===== config.mk =====
export PLATFORM = sky130hd
export DESIGN_NAME = vpage_tlb
export DESIGN_NICKNAME = d
export VERILOG_FILES = /design/src/rtl/tlb_pkg.sv /design/src/rtl/tlb_range_match.sv /design/src/rtl/tlb_recency.sv /design/src/rtl/vpage_tlb.sv
export SDC_FILE = /design/constraint.sdc
export NUM_CORES = 1
export LEC_CHECK = 0
export BUFFER_PORTS_ARGS = -buffer_cell sky130_fd_sc_hd__buf_2
export CORE_ASPECT_RATIO = 1.2
export CORE_UTILIZATION = 30
export CTS_CLUSTER_DIAMETER = 200
export CTS_CLUSTER_SIZE = 8
export DETAILED_ROUTE_END_ITERATION = 7
export PLACE_DENSITY_LB_ADDON = 0.2
export SYNTH_ARGS = -nofsm -noshare
export SYNTH_HDL_FRONTEND = slang
export SYNTH_SLANG_ARGS = --single-unit

===== constraint.sdc =====
create_clock -name clk -period 5.17 [get_ports clk]
set_input_delay 0.7755 -clock clk [delete_from_list [all_inputs] [get_ports clk]]
set_output_delay 0.7755 -clock clk [all_outputs]
set_load 0.01 [all_outputs]

===== src/rtl/tlb_pkg.sv =====
package tlb_pkg;

    typedef enum logic [1:0] {
        PG_4K  = 2'd0,
        PG_2M  = 2'd1,
        PG_4M  = 2'd2,
        PG_RSV = 2'd3
    } pg_size_e;

    typedef struct packed {
        logic wr;
        logic usr;
        logic nx;
    } perm_t;

    typedef enum logic [2:0] {
        AOP_NONE,
        AOP_TOUCH,
        AOP_FILL,
        AOP_COMPACT,
        AOP_CLEAR
    } age_op_e;

    // Number of offset bits for a page-size code; the reserved code maps to 4 KB.
    function automatic int unsigned off_bits(logic [1:0] code);
        case (pg_size_e'(code))
            PG_2M:   return 21;
            PG_4M:   return 22;
            default: return 12;
        endcase
    endfunction

endpackage


===== src/rtl/tlb_range_match.sv =====
module tlb_range_match
    import tlb_pkg::*;
#(
    parameter int ADDR_W = 32
) (
    input  logic              vld_i,
    input  logic [ADDR_W-1:0] vbase_i,
    input  logic [1:0]        size_i,
    input  logic [ADDR_W-1:0] va_i,
    output logic              hit_o,
    output logic [ADDR_W-1:0] offmask_o
);
    // The base is stored aligned, so the range test base <= va < base + size
    // reduces to comparing the bits above the page offset.
    always_comb begin
        offmask_o = (ADDR_W'(1) << off_bits(size_i)) - ADDR_W'(1);
        hit_o     = vld_i && ((va_i & ~offmask_o) == vbase_i);
    end
endmodule


===== src/rtl/tlb_recency.sv =====
module tlb_recency
    import tlb_pkg::*;
#(
    parameter int ENTRIES = 4,
    parameter int AGE_W   = 2,
    parameter int IDX_W   = 2
) (
    input  age_op_e                       op_i,
    input  logic [IDX_W-1:0]              idx_i,
    input  logic [ENTRIES-1:0]            vld_i,
    input  logic [ENTRIES-1:0]            keep_i,
    input  logic [ENTRIES-1:0][AGE_W-1:0] age_i,
    output logic [ENTRIES-1:0][AGE_W-1:0] age_o
);
    // Age 0 is most recent; valid slots always hold distinct ages 0..V-1.
    always_comb begin
        for (int i = 0; i < ENTRIES; i++) begin
            logic [AGE_W-1:0] rank;
            rank     = '0;
            age_o[i] = age_i[i];
            case (op_i)
                AOP_CLEAR: age_o[i] = '0;
                AOP_COMPACT: begin
                    for (int j = 0; j < ENTRIES; j++) begin
                        if (keep_i[j] && (j != i) && (age_i[j] < age_i[i]))
                            rank = rank + AGE_W'(1);
                    end
                    age_o[i] = keep_i[i] ? rank : '0;
                end
                AOP_FILL: begin
                    if (i == int'(idx_i))
                        age_o[i] = '0;
                    else if (vld_i[i])
                        age_o[i] = age_i[i] + AGE_W'(1);
                end
                AOP_TOUCH: begin
                    if (i == int'(idx_i))
                        age_o[i] = '0;
                    else if (vld_i[i] && (age_i[i] < age_i[idx_i]))
                        age_o[i] = age_i[i] + AGE_W'(1);
                end
                default: age_o[i] = age_i[i];
            endcase
        end
    end
endmodule


===== src/rtl/vpage_tlb.sv =====
module vpage_tlb
    import tlb_pkg::*;
#(
    parameter int ADDR_W  = 32,
    parameter int ENTRIES = 4
) (
    input  logic              clk,
    input  logic              rst_n,
    input  logic              xlat_en,
    input  logic              lk_valid,
    input  logic [ADDR_W-1:0] lk_vaddr,
    input  logic              lk_touch,
    output logic              lk_hit,
    output logic [ADDR_W-1:0] lk_paddr,
    output logic [2:0]        lk_perm,
    output logic              lk_uncache,
    output logic              miss_valid,
    output logic [ADDR_W-1:0] miss_vaddr,
    input  logic              fill_valid,
    input  logic [ADDR_W-1:0] fill_vaddr,
    input  logic [ADDR_W-1:0] fill_paddr,
    input  logic [1:0]        fill_size,
    input  logic [2:0]        fill_perm,
    input  logic              fill_uncache,
    input  logic              fill_global,
    input  logic              flush_all,
    input  logic              flush_local
);
    localparam int IDX_W = (ENTRIES > 1) ? $clog2(ENTRIES) : 1;
    localparam int AGE_W = IDX_W;
    localparam logic [AGE_W-1:0] AGE_OLDEST = AGE_W'(ENTRIES - 1);

    typedef struct packed {
        logic [ENTRIES-1:0]             vld;
        logic [ENTRIES-1:0]             glb;
        logic [ENTRIES-1:0]             unc;
        logic [ENTRIES-1:0][ADDR_W-1:0] vbase;
        logic [ENTRIES-1:0][ADDR_W-1:0] pbase;
        logic [ENTRIES-1:0][1:0]        size;
        perm_t [ENTRIES-1:0]            perm;
        logic [ENTRIES-1:0][AGE_W-1:0]  age;
        logic                           miss_v;
        logic [ADDR_W-1:0]              miss_va;
    } state_t;

    state_t s_q, s_d;

    logic [ENTRIES-1:0]             hit_vec;
    logic [ENTRIES-1:0][ADDR_W-1:0] mask_arr;
    logic                           any_hit;
    logic [IDX_W-1:0]               hit_idx;
    logic [IDX_W-1:0]               vict_idx;
    logic [ADDR_W-1:0]              fill_mask;
    age_op_e                        op_d;
    logic [IDX_W-1:0]               op_idx_d;
    logic [ENTRIES-1:0][AGE_W-1:0]  age_nx;

    // One range comparator per slot.
    for (genvar g = 0; g < ENTRIES; g++) begin : g_match
        tlb_range_match #(.ADDR_W(ADDR_W)) u_match (
            .vld_i    (s_q.vld[g]),
            .vbase_i  (s_q.vbase[g]),
            .size_i   (s_q.size[g]),
            .va_i     (lk_vaddr),
            .hit_o    (hit_vec[g]),
            .offmask_o(mask_arr[g])
        );
    end

    // Lowest index wins among matches; victim is lowest free slot, else oldest.
    always_comb begin
        any_hit  = |hit_vec;
        hit_idx  = '0;
        vict_idx = '0;
        for (int i = ENTRIES - 1; i >= 0; i--) begin
            if (hit_vec[i]) hit_idx = IDX_W'(i);
        end
        if (&s_q.vld) begin
            for (int i = ENTRIES - 1; i >= 0; i--) begin
                if (s_q.age[i] == AGE_OLDEST) vict_idx = IDX_W'(i);
            end
        end else begin
            for (int i = ENTRIES - 1; i >= 0; i--) begin
                if (!s_q.vld[i]) vict_idx = IDX_W'(i);
            end
        end
        fill_mask = (ADDR_W'(1) << off_bits(fill_size)) - ADDR_W'(1);
    end

    // Command arbitration: flush_all > flush_local > fill > touch.
    always_comb begin
        op_d     = AOP_NONE;
        op_idx_d = hit_idx;
        if (flush_all)
            op_d = AOP_CLEAR;
        else if (flush_local)
            op_d = AOP_COMPACT;
        else if (fill_valid) begin
            op_d     = AOP_FILL;
            op_idx_d = vict_idx;
        end else if (lk_valid && xlat_en && any_hit && lk_touch)
            op_d = AOP_TOUCH;
    end

    tlb_recency #(.ENTRIES(ENTRIES), .AGE_W(AGE_W), .IDX_W(IDX_W)) u_recency (
        .op_i  (op_d),
        .idx_i (op_idx_d),
        .vld_i (s_q.vld),
        .keep_i(s_q.vld & s_q.glb),
        .age_i (s_q.age),
        .age_o (age_nx)
    );

    // Next state.
    always_comb begin
        s_d        = s_q;
        s_d.miss_v = 1'b0;
        if (lk_valid && xlat_en && !any_hit) begin
            s_d.miss_v  = 1'b1;
            s_d.miss_va = lk_vaddr;
        end
        case (op_d)
            AOP_CLEAR:   s_d.vld = '0;
            AOP_COMPACT: s_d.vld = s_q.vld & s_q.glb;
            AOP_FILL: begin
                s_d.vld[vict_idx]   = 1'b1;
                s_d.glb[vict_idx]   = fill_global;
                s_d.unc[vict_idx]   = fill_uncache;
                s_d.vbase[vict_idx] = fill_vaddr & ~fill_mask;
                s_d.pbase[vict_idx] = fill_paddr & ~fill_mask;
                s_d.size[vict_idx]  = fill_size;
                s_d.perm[vict_idx]  = perm_t'(fill_perm);
            end
            default: ;
        endcase
        s_d.age = age_nx;
    end

    always_ff @(posedge clk) begin
        if (!rst_n) s_q <= '0;
        else        s_q <= s_d;
    end

    // Lookup result, same cycle.
    always_comb begin
        lk_hit     = 1'b0;
        lk_paddr   = '0;
        lk_perm    = '0;
        lk_uncache = 1'b0;
        if (lk_valid) begin
            if (!xlat_en) begin
                lk_hit   = 1'b1;
                lk_paddr = lk_vaddr;
                lk_perm  = 3'b110;
            end else if (any_hit) begin
                lk_hit     = 1'b1;
                lk_paddr   = s_q.pbase[hit_idx] | (lk_vaddr & mask_arr[hit_idx]);
                lk_perm    = s_q.perm[hit_idx];
                lk_uncache = s_q.unc[hit_idx];
            end
        end
    end

    assign miss_valid = s_q.miss_v;
    assign miss_vaddr = s_q.miss_va;

endmodule


==> out/metrics.yaml, run 1 <==
cp_slowest_cell: "or4_4"
start_kind: "flip-flop"
clk_latency_ns: 0.56
synth_top_area_share_pct: 37.22
cts_tree: "built"
clk_pin_slew_ns: 0.05
synth_nets: 2130
tightest_slew_ns: 1.221
cts_num_sinks: 297
antenna_found_initial: 7
synth_most_common_cell: "nand2_1"
root_buffer: "clkbuf_16"
clk_path_buf_depth: 3
final_nets: 2199
r2r_start: "s_q[59]"
finalCritPeriodShare_pct: 95.25
ant_nets: 0
synth_area_leaders: "dfxtp_1 (37%), a21boi_0 (12%), nand2_1 (11%)"
synthArstFlopShare_pct: 0
hold_violations: 0
maxCapViolCount: 0
dieArea_um2: 54180
startpoint: "s_q[53]"
crit_arrival_ns: 4.15
synth_edf_count: 0
synthTopCellsByCount: "nand2_1 (471), dfxtp_1 (297), a21boi_0 (248), clkbuf_1 (121), nand3_1 (102)"
first_pass_iters: 8
critPathMaxFanout: 9
via_per_inst: 5.075
synthFlopType: "dfxtp_1"
fin_skew_ns: 0.02311
finalSetupViolations: 0
max_stage_delay_ns: 0.51
r2r_end: "s_q[33]"
yosysTopAreaCell: "dfxtp_1"
fin_crit_ns: 4.924
hold_path_class: "flip-flop to flip-flop"
final_max_slew_viol_count: 0
routed_wl_mm: 52.94
placed_cells: 2706
reg2reg_depth: 13
gp_congestion: 0.8394
grt_max_degree: 178
grtUsageTotal_pct: 19.35
p_per_area_nw_per_um2: 287.3
instances_no_fill: 2755
rsz0062_at_grt: "no"
tns_ns: 0
ios: 181
die_width_um: 212.7
ys_ff_latch: 297
die_h_um: 254.8
area_growth_pct: 15.18
numCtsBuffers: 43
cp-end-kind: "output pin"
htreeDepth: 2
post-cts-setup-buffers: 0
nFillCells: 5488
drive_above_1_share_pct: 15.58
crit_path_end: "lk_paddr[19]"
synthCells: 1977
start_util_pct: 30.37
crit_buf_inv: 4
peakVddDrop_v: 0.0002099
grt_remaining_overflow: 0
crit_cells: 14
slew_headroom_pct: 18.62
dp_hpwl_mm: 35.43
finalPower_mw: 5.287
portBuffers: 170
rrSetupSlack_ns: 1.04
status: "complete, no violations"
path_delay_family: "compound AO/OA/AOI/OAI gates"
p_leak_nw: 7.054
synth-seq-area-share_pct: 37.22
path_cells: "inv_1 -> ha_2 -> nand2_1 -> a2111oi_1 -> buf_4 -> nand3_1 -> or4_4 -> o211ai_4 -> mux2_2 -> o211ai_1 -> buf_4 -> nand2_1 -> a21oi_1 -> buf_2"
grt_first_pass_wirelength_mm: 79.75
wl_per_cell_um: 19.22
drt_first_iter_violations: 845
critPathRequiredTime_ns: 4.39
ys_types: 77
max_freq_mhz: 203.1
syn_area_per_cell_um2: 8.081
critical_path_class: "flip-flop to output pin"
whs_ns: 0.4614
yosysWarningCount: 0
row_count: 92
grt_pass1_vias: 13385
vias: 13982
synth_area_um2: 15980
core_area_um2: 52610
route.detailed.drc: 0
per-layer routing:
| metal | share of wire, % | wire (um) | vias to the layer above | GRT usage, % |
|---|---|---|---|---|
| met5 | 0.11 | 57 | - | 0 |
| met4 | 2.9 | 1538 | 8 | 6.598 |
| met3 | 5.1 | 2680 | 88 | 3.497 |
| met2 | 47 | 25090 | 360 | 32.32 |
| met1 | 45 | 23580 | 6689 | 24.91 |
| li1 | - | - | 6837 | - |
cell families after synthesis:
group	count (synthesis)	share of synthesized area [%]
xor gates and xnor gates	62	3.399
other	1	0.02347
DFF	297	37.22
muxes	114	7.433
adders and majority gates	45	3.485
AOI/OAI and AO/OA	431	19.53
buffers and inverters	229	6.399
and+or+nand+nor	798	22.52
cell usage in the layout, fill, tap and decap left out, types with 15 or more instances in the layout:
master     instances
clkbuf_16         43
dfxtp_1          297
xor2_1            42
and3_1            20
nand3_1          102
nor2_1            65
nand2_1          467
ha_1              37
mux2i_1           80
inv_1             48
mux2_2            33
a21boi_0         248
buf_4             28
nor2b_1           44
buf_2            169
nand4_1           15
o21ai_0           27
xnor2_1           20
a21oi_1           56
how the worst min path moves through the flow:
stage	startpoint	end	slack, ns	cells after the start
finish	s_q[123]	s_q[123]	0.46	2
global route	s_q[123]	s_q[123]	0.48	2
detailed placement	s_q[114]	s_q[114]	0.46	2
global placement	s_q[116]	s_q[116]	0.45	2
floorplan	s_q[295]	s_q[295]	0.44	2
CTS	s_q[120]	s_q[120]	0.46	2
cell type report:
class,count,area [um^2],area share [%]
clock buffers,44,1080,5.868
multi-input cells,1451,9089,49.39
clock inverters,2,17.52,0.09520
repair buffers,205,1199,6.514
inverters,48,180.2,0.9792
diodes,3,7.507,0.04080
well taps,705,882.1,4.794
flip-flops and latches,297,5946,32.31
through the flow:
stage | instance area [um^2] | setup WS (ns) | util (%)
2_1_floorplan | 15980 | 0.9490 | -
3_3_place_gp | 17270 | 0.3435 | 32.83
3_5_place_dp | 17270 | 0.3543 | 32.83
4_1_cts | 18370 | 0.002638 | 34.93
5_1_grt | 18400 | 0.02062 | 34.97
6_report | 18400 | 0.2457 | 34.98
what timing repair did:
action | in CTS | in global routing
resized for setup | 1 | 8
setup endpoints to repair | 8 | 29
hold buffers | 0 | 0
gates cloned | 0 | 0
registers in the layout, summed over array words and instances (netlist names):
name / cells
miss_vaddr: 32
miss_valid: 1
s_q: 264
worst reg2reg max path: stages, from the launching register on:
cell       delay [ns]
dfxtp_1          0.35
inv_1            0.07
ha_2             0.44
nand2_1          0.09
a2111oi_1        0.50
nand4_1          0.14
and4bb_2         0.45
nand2_1          0.12
a211oi_2         0.55
or2_2            0.26
mux2i_1          0.16
maj3_1           0.40
o31ai_2          0.33
mux2i_1          0.22
power by group:
| group | internal, mW | leakage (nW) | switching (mW) |
|---|---|---|---|
| clock | 1.46 | 0.540 | 1.01 |
| sequential | 2.32 | 2.40 | 0.0204 |
| combinational | 0.172 | 4.11 | 0.299 |
| total | 3.95 | 7.05 | 1.33 |
(Power assumes the default switching activity.)
==> run 2: changes to the inputs <==
--- a/config.mk
+++ b/config.mk
@@ -11,6 +11,7 @@
 export CTS_CLUSTER_DIAMETER = 200
 export CTS_CLUSTER_SIZE = 8
 export DETAILED_ROUTE_END_ITERATION = 7
+export GPL_ROUTABILITY_DRIVEN = 0
 export PLACE_DENSITY_LB_ADDON = 0.2
 export SYNTH_ARGS = -nofsm -noshare
 export SYNTH_HDL_FRONTEND = slang
==> constraint.sdc (replaced) <==
create_clock -name clk -period 6.3 [get_ports clk]
set_input_delay 0.945 -clock clk [delete_from_list [all_inputs] [get_ports clk]]
set_output_delay 0.945 -clock clk [all_outputs]
set_load 0.01 [all_outputs]
==> out/metrics.yaml, run 2 (same netlist as run 1, synthesis figures left out) <==
status: "complete, no violations"  # unchanged
cp-end-kind: "output pin"  # unchanged
hold_violations: 0  # unchanged
htreeDepth: 2  # unchanged
cp_slowest_cell: "a2111oi_0"  # was or4_4
numCtsBuffers: 43  # unchanged
clk_pin_slew_ns: 0.05  # about the same
area_growth_pct: 14.05  # was 15.18%
design_area_um2: 18220  # was 18,400 um^2
peakVddDrop_v: 0.0001522  # was 0.0002099 V
drt_first_iter_violations: 740  # was 845
largest_reg_flops: 264  # unchanged
grt_first_pass_wirelength_mm: 80.30  # was 79.75 mm
ant_nets: 0  # unchanged
fin_skew_ns: 0.02119  # was 0.02311 ns
first_pass_iters: 5  # was 8
grt_remaining_overflow: 0  # unchanged
cts.repair.resized: 0  # was 1
cts_num_sinks: 297  # unchanged
path_cells: "inv_1 -> ha_1 -> nand2_1 -> a2111oi_0 -> nand3_1 -> nor4_1 -> a21o_2 -> buf_4 -> nor2_1 -> a211oi_1 -> buf_2"  # was inv_1 -> ha_2 -> nand2_1 -> a2111oi_1 -> buf_4 -> nand3_1 -> or4_4 -> o211ai_4 -> mux2_2 -> o211ai_1 -> buf_4 -> nand2_1 -> a21oi_1 -> buf_2
clk_latency_ns: 0.55  # was 0.56 ns
slew_headroom_pct: 35.25  # was 18.62%
routed_wl_mm: 52.72  # was 52.94 mm
p_leak_nw: 6.961  # was 7.054 nW
fin_crit_ns: 5.625
start_kind: "flip-flop"  # unchanged
post-cts-setup-buffers: 0  # unchanged
grt_pass1_vias: 13579  # was 13,385
dieArea_um2: 54180  # unchanged
hold_path_class: "flip-flop to flip-flop"  # unchanged
vias: 13845  # was 13,982
antenna_found_initial: 9  # was 7
clk_path_buf_depth: 3  # unchanged
postLayoutCoreUtil_pct: 34.64  # was 34.98%
die_width_um: 212.7  # unchanged
max_stage_delay_ns: 0.68  # was 0.51 ns
wl_per_cell_um: 19.21  # was 19.22 um
regMostFlops: "s_q"  # unchanged
ios: 181  # unchanged
route.detailed.drc: 0  # unchanged
tns_ns: 0  # unchanged
grtUsageTotal_pct: 19.39  # was 19.35%
finalCritPeriodShare_pct: 89.29
final_nets: 2186  # was 2,199
cts_hold_buf: 0  # unchanged
start_util_pct: 30.37  # unchanged
grt_max_degree: 184  # was 178
critPathMaxFanout: 27  # was 9
rsz0062_at_grt: "no"  # unchanged
tightest_slew_ns: 0.9626  # was 1.221 ns
root_buffer: "clkbuf_16"  # unchanged
drive_above_1_share_pct: 14.75  # was 15.58%
core_area_um2: 52610  # unchanged
layout_common_cells: "nand2_1 (467), dfxtp_1 (297), a21boi_0 (248)"  # unchanged
finalSetupViolations: 0  # unchanged
row_count: 92  # unchanged
mostFrequentLayoutCell: "nand2_1"  # unchanged
crit_arrival_ns: 4.68  # was 4.15 ns
dp_hpwl_mm: 34.80  # was 35.43 mm
maxCapViolCount: 0  # unchanged
p_per_area_nw_per_um2: 237.3  # was 287.3 nW/um^2
place_area_um2: 17110  # was 17,270 um^2
via_per_inst: 5.046  # was 5.075
max_freq_mhz: 177.8
cts_tree: "built"  # unchanged
critical_path_class: "flip-flop to output pin"  # unchanged
critPathRequiredTime_ns: 5.35  # was 4.39 ns
portBuffers: 170  # unchanged
die_h_um: 254.8  # unchanged
final_max_slew_viol_count: 0  # unchanged
-- run 2: cell count changes in the layout (fill, tap and decap cells not counted), sizes merged --
cell,previous run,this run
buf,205,192
diode,3,5
-- run 2: final timing paths --
kind                 start    endpoint  slack, ns  cells after the start
hold / removal    s_q[186]    s_q[186]       0.46                      2
hold reg to reg   s_q[186]    s_q[186]       0.46                      2
setup reg to reg   s_q[53]     s_q[37]       1.87                     14
setup / recovery   s_q[53]  lk_uncache       0.67                     11
-- run 2: critical path, delay by kind of cell, from the launching register on --
kind            cells  cell delay, ns
compound gates      3            1.78
flops               1            0.35
buf+inv             3            0.72
simple gates        4            0.93
fa+ha+maj           1            0.36
-- run 2: power by group --
group          internal [mW]  switching [mW]  leakage [nW]  total [mW]
Clock                   1.20           0.824         0.540        2.02
Combinational          0.137           0.242          4.02       0.378
Sequential              1.91          0.0173          2.40        1.92
-- run 2: layer usage --
layer | up-vias | global-route usage (%) | share of wire, %
met2 | 332 | 32.28 | 47
met3 | 94 | 3.005 | 4.5
met1 | 6617 | 25.03 | 45
met5 | - | 0 | 0.064
li1 | 6796 | - | -
met4 | 6 | 7.482 | 3.1
-- run 2: layout make-up --
type | count | area (um^2)
inverter | 48 | 180.2
multi-input combinational | 1451 | 9067
clock buffer | 44 | 1080
clock inverter | 2 | 17.52
tap | 705 | 882.1
fill | 5578 | 34390
antenna | 5 | 12.51
sequential | 297 | 5946
timing repair buffer | 192 | 1035
-- run 2: per-stage QoR --
step | power, mW | cells | setup WS, ns | hold slack [ns]
after global placement | 2.338 | 2693 | 0.7290 | 0.4483
after CTS | 4.396 | 2739 | 0.5768 | 0.4626
after global routing | 4.490 | 2742 | 0.3099 | 0.4795
final | 4.323 | 2744 | 0.6748 | 0.4604
after floorplan | 2.192 | 1977 | 1.740 | 0.4379
after detailed placement | 2.342 | 2693 | 0.7196 | 0.4555
